## src/rtl/wdt_pkg.sv

```systemverilog
package wdt_pkg;

    typedef enum logic [1:0] {
        SEL_CFG   = 2'd0,
        SEL_FLAGS = 2'd1,
        SEL_AUX   = 2'd2,
        SEL_NONE  = 2'd3
    } reg_sel_e;

endpackage

```

## src/rtl/wdt_span_calc.sv

```systemverilog
module wdt_span_calc #(
    parameter int CODE_W = 2,
    parameter int MULT_W = 5,
    parameter int CNT_W  = MULT_W + 2 * ((1 << CODE_W) - 1)
) (
    input  logic [CODE_W-1:0] code_i,
    input  logic [MULT_W-1:0] mult_i,
    output logic [CNT_W-1:0]  ticks_o
);
    localparam int NUM_CODES = 1 << CODE_W;

    logic [CNT_W-1:0] cand [NUM_CODES];

    // one shifted copy of the multiplier per resolution step
    for (genvar g = 0; g < NUM_CODES; g++) begin : g_step
        assign cand[g] = CNT_W'(mult_i) << (2 * g);
    end

    always_comb begin
        ticks_o = cand[code_i];
    end
endmodule

```

## src/rtl/wdt_countdown.sv

```systemverilog
module wdt_countdown #(
    parameter int CNT_W = 11
) (
    input  logic             clk,
    input  logic             rst_n,
    input  logic             load_i,
    input  logic [CNT_W-1:0] load_val_i,
    input  logic             tick_i,
    output logic             expire_o,
    output logic [CNT_W-1:0] count_o
);
    typedef struct packed {
        logic [CNT_W-1:0] cnt;
    } cnt_state_t;

    cnt_state_t st_d, st_q;

    always_comb begin
        st_d     = st_q;
        expire_o = 1'b0;
        if (load_i) begin
            st_d.cnt = load_val_i;
        end else if (tick_i && st_q.cnt != '0) begin
            st_d.cnt = st_q.cnt - CNT_W'(1);
            expire_o = (st_q.cnt == CNT_W'(1));
        end
    end

    always_ff @(posedge clk or negedge rst_n) begin
        if (!rst_n) st_q <= '0;
        else        st_q <= st_d;
    end

    assign count_o = st_q.cnt;
endmodule

```

## src/rtl/wdt_regbank.sv

```systemverilog
module wdt_regbank
    import wdt_pkg::*;
#(
    parameter int DATA_W = 8,
    parameter int CODE_W = 2,
    parameter int MULT_W = 5
) (
    input  logic              clk,
    input  logic              rst_n,
    input  logic              wr_i,
    input  logic              rd_i,
    input  logic [1:0]        addr_i,
    input  logic [DATA_W-1:0] wdata_i,
    output logic [DATA_W-1:0] rdata_o,
    input  logic              expire_i,
    output logic              kick_o,
    output logic [CODE_W-1:0] kick_code_o,
    output logic [MULT_W-1:0] kick_mult_o,
    output logic [DATA_W-1:0] cfg_o,
    output logic              rst_req_o,
    output logic              irq_o,
    output logic              flag_o
);
    localparam int STEER_POS = DATA_W - 1;
    localparam int FLAG_POS  = DATA_W - 1;
    localparam int CENT_POS  = DATA_W - 2;

    typedef struct packed {
        logic [DATA_W-1:0] cfg;
        logic [DATA_W-1:0] aux;
        logic              flag;
        logic              rst_req;
        logic              irq;
    } bank_state_t;

    bank_state_t st_d, st_q;
    reg_sel_e    sel;
    logic        cfg_wr;
    logic [DATA_W-1:0] kick_val;

    assign sel    = reg_sel_e'(addr_i);
    assign cfg_wr = wr_i && (sel == SEL_CFG);
    assign kick_o = (wr_i || rd_i) && (sel == SEL_CFG);

    always_comb begin
        kick_val    = cfg_wr ? wdata_i : st_q.cfg;
        kick_code_o = kick_val[CODE_W-1:0];
        kick_mult_o = kick_val[CODE_W+MULT_W-1:CODE_W];
    end

    always_comb begin
        st_d         = st_q;
        st_d.rst_req = 1'b0;
        st_d.irq     = 1'b0;
        if (wr_i) begin
            unique case (sel)
                SEL_CFG: begin
                    st_d.cfg  = wdata_i;
                    st_d.flag = 1'b0;
                end
                SEL_AUX:   st_d.aux = wdata_i;
                default: ;
            endcase
        end
        if (expire_i) begin
            st_d.flag = 1'b1;
            if (st_q.cfg[STEER_POS]) begin
                st_d.rst_req       = 1'b1;
                st_d.cfg           = '0;
                st_d.aux[CENT_POS] = 1'b0;
            end else begin
                st_d.irq = 1'b1;
            end
        end
    end

    always_ff @(posedge clk or negedge rst_n) begin
        if (!rst_n) st_q <= '0;
        else        st_q <= st_d;
    end

    always_comb begin
        rdata_o = '0;
        unique case (sel)
            SEL_CFG:   rdata_o = st_q.cfg;
            SEL_FLAGS: rdata_o[FLAG_POS] = st_q.flag;
            SEL_AUX:   rdata_o = st_q.aux;
            default:   rdata_o = '0;
        endcase
    end

    assign cfg_o     = st_q.cfg;
    assign rst_req_o = st_q.rst_req;
    assign irq_o     = st_q.irq;
    assign flag_o    = st_q.flag;
endmodule

```

## src/rtl/wdt_steer.sv

```systemverilog
module wdt_steer #(
    parameter int DATA_W = 8,
    parameter int CODE_W = 2,
    parameter int MULT_W = 5
) (
    input  logic              clk,
    input  logic              rst_n,
    input  logic              tick_i,
    input  logic              reg_wr_i,
    input  logic              reg_rd_i,
    input  logic [1:0]        reg_addr_i,
    input  logic [DATA_W-1:0] reg_wdata_i,
    output logic [DATA_W-1:0] reg_rdata_o,
    output logic              sys_rst_req_o,
    output logic              irq_o,
    output logic              wd_flag_o
);
    localparam int CNT_W = MULT_W + 2 * ((1 << CODE_W) - 1);

    logic              kick_w;
    logic [CODE_W-1:0] kick_code_w;
    logic [MULT_W-1:0] kick_mult_w;
    logic [CNT_W-1:0]  span_w;
    logic [CNT_W-1:0]  cnt_w;
    logic [DATA_W-1:0] cfg_w;
    logic              expire_w;

    wdt_regbank #(.DATA_W(DATA_W), .CODE_W(CODE_W), .MULT_W(MULT_W)) u_regs (
        .clk         (clk),
        .rst_n       (rst_n),
        .wr_i        (reg_wr_i),
        .rd_i        (reg_rd_i),
        .addr_i      (reg_addr_i),
        .wdata_i     (reg_wdata_i),
        .rdata_o     (reg_rdata_o),
        .expire_i    (expire_w),
        .kick_o      (kick_w),
        .kick_code_o (kick_code_w),
        .kick_mult_o (kick_mult_w),
        .cfg_o       (cfg_w),
        .rst_req_o   (sys_rst_req_o),
        .irq_o       (irq_o),
        .flag_o      (wd_flag_o)
    );

    wdt_span_calc #(.CODE_W(CODE_W), .MULT_W(MULT_W), .CNT_W(CNT_W)) u_span (
        .code_i  (kick_code_w),
        .mult_i  (kick_mult_w),
        .ticks_o (span_w)
    );

    wdt_countdown #(.CNT_W(CNT_W)) u_cnt (
        .clk        (clk),
        .rst_n      (rst_n),
        .load_i     (kick_w),
        .load_val_i (span_w),
        .tick_i     (tick_i),
        .expire_o   (expire_w),
        .count_o    (cnt_w)
    );
endmodule

```

## config.mk

```make
export PLATFORM = sky130hd
export DESIGN_NAME = wdt_steer
export DESIGN_NICKNAME = d
export VERILOG_FILES = /design/src/rtl/wdt_pkg.sv /design/src/rtl/wdt_span_calc.sv /design/src/rtl/wdt_countdown.sv /design/src/rtl/wdt_regbank.sv /design/src/rtl/wdt_steer.sv
export SDC_FILE = /design/constraint.sdc
export NUM_CORES = 1
export LEC_CHECK = 0
export ABC_AREA = 1
export BUFFER_PORTS_ARGS = -buffer_cell sky130_fd_sc_hd__clkbuf_2
export CAP_MARGIN = 20
export CORE_MARGIN = 8
export CORE_UTILIZATION = 52
export DETAILED_ROUTE_END_ITERATION = 6
export HOLD_SLACK_MARGIN = 0.02
export MAX_ROUTING_LAYER = met4
export PLACE_DENSITY = 0.82
export SETUP_SLACK_MARGIN = 0.4
export SYNTH_ARGS = -nofsm -noshare
export SYNTH_HDL_FRONTEND = slang
export SYNTH_SLANG_ARGS = --single-unit
```

## constraint.sdc

```tcl
create_clock -name clk -period 1.3 [get_ports clk]
set_input_delay 0.26 -clock clk [delete_from_list [all_inputs] [get_ports clk]]
set_output_delay 0.26 -clock clk [all_outputs]
set_load 0.005 [all_outputs]
```

== After elaboration in Yosys (flattened, before gate mapping) ==
Cells that the tools add are included.
Storage, ports and cells
  register bits after elaboration: 30
  latch bits: 0
  RAM bits: 0
  memory bits (read-only): 0
  input port bits: 15
  output and inout bits: 11
  word-level logic and storage cells: 45
  memories kept: 0
Operators by class
  add/subtract/negate cells: 1
  multiply operators: 0
  div/mod/pow operators: 0
  magnitude comparators: 1
  equal/unequal tests: 3
  shift operators: 0
  mux-type cells: 21
  bitwise gates (word level): 1
  reduce and logical (&&, ||, !) cells: 11
Operator list (number)
  $mux 11: 4
  $mux 8: 4
  $bmux 11 s2: 1
  $mux 17: 1
  $pmux 7 s2: 1
  $eq 11x1->1 const B: 1
  $reduce_bool 11->1: 1
  $sub 11x1->11 const B: 1
  $mux 1: 7
  $mux 7: 1
  $reduce_bool 2->1: 3
  $reduce_and 2->1: 2
  $ge 3x3->1 const B: 1
  $logic_and 1x1->1: 3
  $mux 3: 1
  $not 2->3: 1
  $pmux 1 s3: 1
  $eq 2x1->1 const B: 1
  $eq 2x2->1 const B: 1
  $logic_not 2->1: 1
  $logic_or 1x1->1: 1

== Logic depth before layout (Yosys ltp) ==
  word-level depth: 8
  mapped depth: 12

== Hierarchy ==
A second synthesis with hierarchy kept.
Second synthesis, totals
  cells, all modules: 292
  area, all modules: 2093.3 um^2
Modules (own cells, without submodules)
  wdt_regbank: times used 1, cells an instance 135, area each 1084.8 um^2, sequential area each 475.5 um^2
  wdt_countdown: times used 1, cells an instance 124, area each 840.8 um^2, sequential area each 275.3 um^2
  wdt_span_calc: times used 1, cells an instance 33, area each 167.7 um^2, sequential area each 0.0 um^2

== Worst setup path before layout ==
OpenSTA, ideal clock, no wires.
  path kind: register to register
  start: register u_cnt.st_q, in the netlist u_cnt.count_o[0]
  end: register u_cnt.st_q, in the netlist u_cnt.count_o[4]
  setup time: 117 ps
  arrival time: 1268 ps
  setup slack: -85 ps
  cell stages (with the launch flop): 12
  clock period less this slack: 1385 ps
  cell sequence: dfrtp_1 > inv_1 > ha_1 > inv_1 > nor2_1 > nand2_1 > inv_1 > nor2_1 > o21ai_0 > nand2_1 > nor2_1 > nor2_1
On the way
  word-level cells in the longest chain between the ends: 3
RTL lines
  start, declared: RTL line wdt_countdown.sv:16  | cnt_state_t st_d, st_q;
  start signal, assigned: RTL line wdt_countdown.sv:31  | else st_q <= st_d;
  $sub 11x1->11 / $reduce_bool 11->1 (equally long branches): RTL line wdt_countdown.sv:24, wdt_countdown.sv:23
  $mux 11 / $logic_and 1x1->1 (equally long branches): RTL line wdt_countdown.sv:23  | end else if (tick_i && st_q.cnt != '0) begin
  $mux 11 / $reduce_bool 2->1 (equally long branches)
Parallel ways exist; a longest one is shown, timed or not. The select of a mux whose other input is x is not followed.
A chain may end at the register's enable or synchronous reset.

==> reports/qor.json <==
{
  "outcome": "finished with violations",
  "failed_checks": "setup timing",
  "grtUsageMet2": 0.374,
  "detailedRoute.firstPassIterationCount": 7,
  "core_area_um2": 3630,
  "fp.dieH_um": 77.0,
  "irDropWorstVdd_mv": 0.972,
  "global_route_wire_length_before_repair_um": 10400,
  "finalNonFillerCells": 402,
  "tightestPinTransition_ns": 0.413,
  "share_of_cells_above_drive_strength_1": 0.559,
  "area_growth_from_synthesis_to_final_layout_pct": 60.6,
  "final.fill_count": 159,
  "slew_headroom": 0.724,
  "totalWireLength_um": 9150,
  "largest_net_degree_at_the_start_of_global_routing": 31,
  "worstSetupEndpointType": "flip-flop",
  "chipWidth_um": 77.0,
  "grt.overflow.total": 0,
  "grt.total_usage": 0.221,
  "fp-row-count": 22,
  "hp-class": "in2reg",
  "overall_die_area_um2": 5930,
  "max_cap_viol_count": 0,
  "globalRouteMet1Util": 0.228,
  "post_synthesis_register_bit_count": 30,
  "dpl_cell_area_um2": 2470,
  "min_period_over_period": 1.31,
  "tritoncts": "yes",
  "place_ws_ns": -0.215,
  "fin_worst_skew_ns": 0.00887,
  "via_count": 2602,
  "gr-usage-met3": 0.0559,
  "mostFrequentLayoutCell": "nand2_1",
  "route.detailed.drc": 0,
  "io_pins": 26,
  "clockBufferDepth": 2,
  "final_area_um2": 3110,
  "worst_slack_ns": -0.406,
  "placement.io_buffers": 25,
  "number_of_stages_on_the_worst_hold_path": 2,
  "synth.yosys.warnings": 0,
  "cp.required_ns": 1.47,
  "post_synth.cell_area_avg_um2": 7.39,
  "total_leakage_power_nw": 1.55,
  "worst_setup_hold_path_clk_slew_ns": 0.07,
  "cellPowerDensity_nw_per_um2": 1480,
  "period_minus_slack_ns": 1.71,
  "avgViaCountPerCell": 6.47,
  "synth.top_cell.area_share": 0.388,
  "gp_congestion": 0.911,
  "yosys-top-cells-area": "dfrtp_1, nand2_1, nand3_1",
  "clock_tree.root_cell": "clkbuf_8",
  "detail_route.iter0.violations": 442,
  "setup.worst_path.start_class": "flip-flop",
  "fmaxAchievable_mhz": 586,
  "finalSetupViolCount": 24,
  "number_of_routed_nets_with_antenna_violations": 0,
  "synth_fp_nets": 280,
  "worst_ep_arrival_time_ns": 1.88,
  "leading_area_contributor_after_synthesis": "dfrtp_1",
  "timing.reg2reg.worst_path_depth": 8,
  "grt_antenna_before_repair": 0,
  "crit_path_max_fanout": 5,
  "netlist_area_before_placement_um2": 1940,
  "hold_violations": 0,
  "ys_seq_area_frac": 0.388,
  "start_util": 0.533,
  "cts.sinks": 30,
  "insertion_delay_ns": 0.29,
  "setup_repair_after_global_routing_missed_its_margin": "yes",
  "syn-instance-count": 262,
  "layout_common_cells": "nand2_1, buf_4, dfrtp_1",
  "maxSlewViolCount": 0,
  "tritoncts.num_buffers": 5,
  "grt_pass1_vias": 2256,
  "finalSetupTns_ns": -7.37,
  "diodes": 0,
  "cells_after_dpl": 368,
  "nNetsFinal": 371,
  "detailedPlacementHpwl_um": 3870,
  "top_usage_layer": "met2",
  "wl_per_cell_um": 22.8,
  "htreeDepth": 2,
  "crit_type": "reg2reg",
  "synth.distinct_cells": 27
}
==> logic make-up (layout without fill, tap and decap cells) <==
family / Yosys count / in the layout / synth area share
DFF: 30 / 30 / 0.388
adders and majority gates: 3 / 3 / 0.0194
buffers and inverters: 36 / 125 / 0.0847
and+or+nand+nor: 163 / 166 / 0.414
muxes: 1 / 1 / 0.00582
xor gates and xnor gates: 1 / 1 / 0.00453
AOI/OAI and AO/OA: 28 / 28 / 0.0840
==> routing by layer <==
| layer | share of wire | vias to the layer above |
|---|---|---|
| met5 | 0 | - |
| met3 | 0.13 | 104 |
| met4 | 0.087 | 0 |
| li1 | - | 1011 |
| met1 | 0.34 | 1205 |
| met2 | 0.45 | 282 |
==> worst paths after layout <==
path	from	to	slack, ns
hold / removal	reg_wdata_i[7]	u_regs.st_q[10]	0.24
setup reg to reg	u_cnt.count_o[8]	u_regs.cfg_o[1]	-0.41
hold reg to reg	u_regs.st_q[10]	u_regs.st_q[10]	0.54
max in group asynchronous	rst_n	u_regs.cfg_o[0]	0.47
min in group asynchronous	rst_n	u_regs.st_q[8]	0.53
setup / recovery	u_cnt.count_o[8]	u_regs.cfg_o[1]	-0.41
==> timing repair <==
action                                 4_1_cts  5_1_grt
setup endpoints to repair                   41       41
endpoints found under the hold margin       30        0
cloned                                       3        1
hold buffers                                 1        0
gates resized for setup                     41       62
buffers inserted                             9       12
pin swaps                                   13       26
==> critical path: stages, from the launching register on <==
cell	delay, ns
dfrtp_1	0.39
nor2_2	0.18
nand2_2	0.13
nor2_4	0.16
nand3_2	0.14
nor2_4	0.19
nand2_8	0.09
nor2_4	0.22
nor2_2	0.07
==> cells in the mapped netlist (all sizes together) <==
cell	number
a21oi	3
buf	6
dfrtp	30
ha	3
inv	30
mux2	1
nand2	92
nand3	29
nand3b	1
nand4	1
nor2	39
o211ai	3
o21ai	22
or2	1
xor2	1
==> through the flow <==
step,utilization,power [mW],hold slack (ns)
global placement,0.681,2.82,0.291
CTS,0.774,3.84,0.222
finish,0.855,4.60,0.243
global route,0.855,4.72,0.243
floorplan,-,2.18,-0.0356
detailed placement,0.681,2.88,0.294
==> report_power, final <==
part / leakage, nW / switching [mW] / internal [mW]
sequential: 0.363 / 0.193 / 1.15
clock: 0.0482 / 0.369 / 0.427
combinational: 1.14 / 1.39 / 1.08
total: 1.55 / 1.95 / 2.65
==> final cells by class <==
| cell class | count | area (um^2) | area share |
|---|---|---|---|
| multi-input cells | 199 | 1310 | 0.421 |
| well taps | 48 | 60.1 | 0.0193 |
| clock inverters | 1 | 5.00 | 0.00161 |
| repair buffers | 87 | 748 | 0.241 |
| flip-flops and latches | 30 | 751 | 0.242 |
| inverters | 30 | 150 | 0.0483 |
| clock buffers | 7 | 86.3 | 0.0278 |
==> flip-flops by register name, summed over array words and instances, names as in the netlist <==
signal / cells
u_regs.st_q: 8
u_regs.cfg_o: 8
u_regs.rst_req_o: 1
u_cnt.count_o: 11
u_regs.irq_o: 1
u_regs.flag_o: 1
Note: power is estimated with default switching activity, not from simulation.
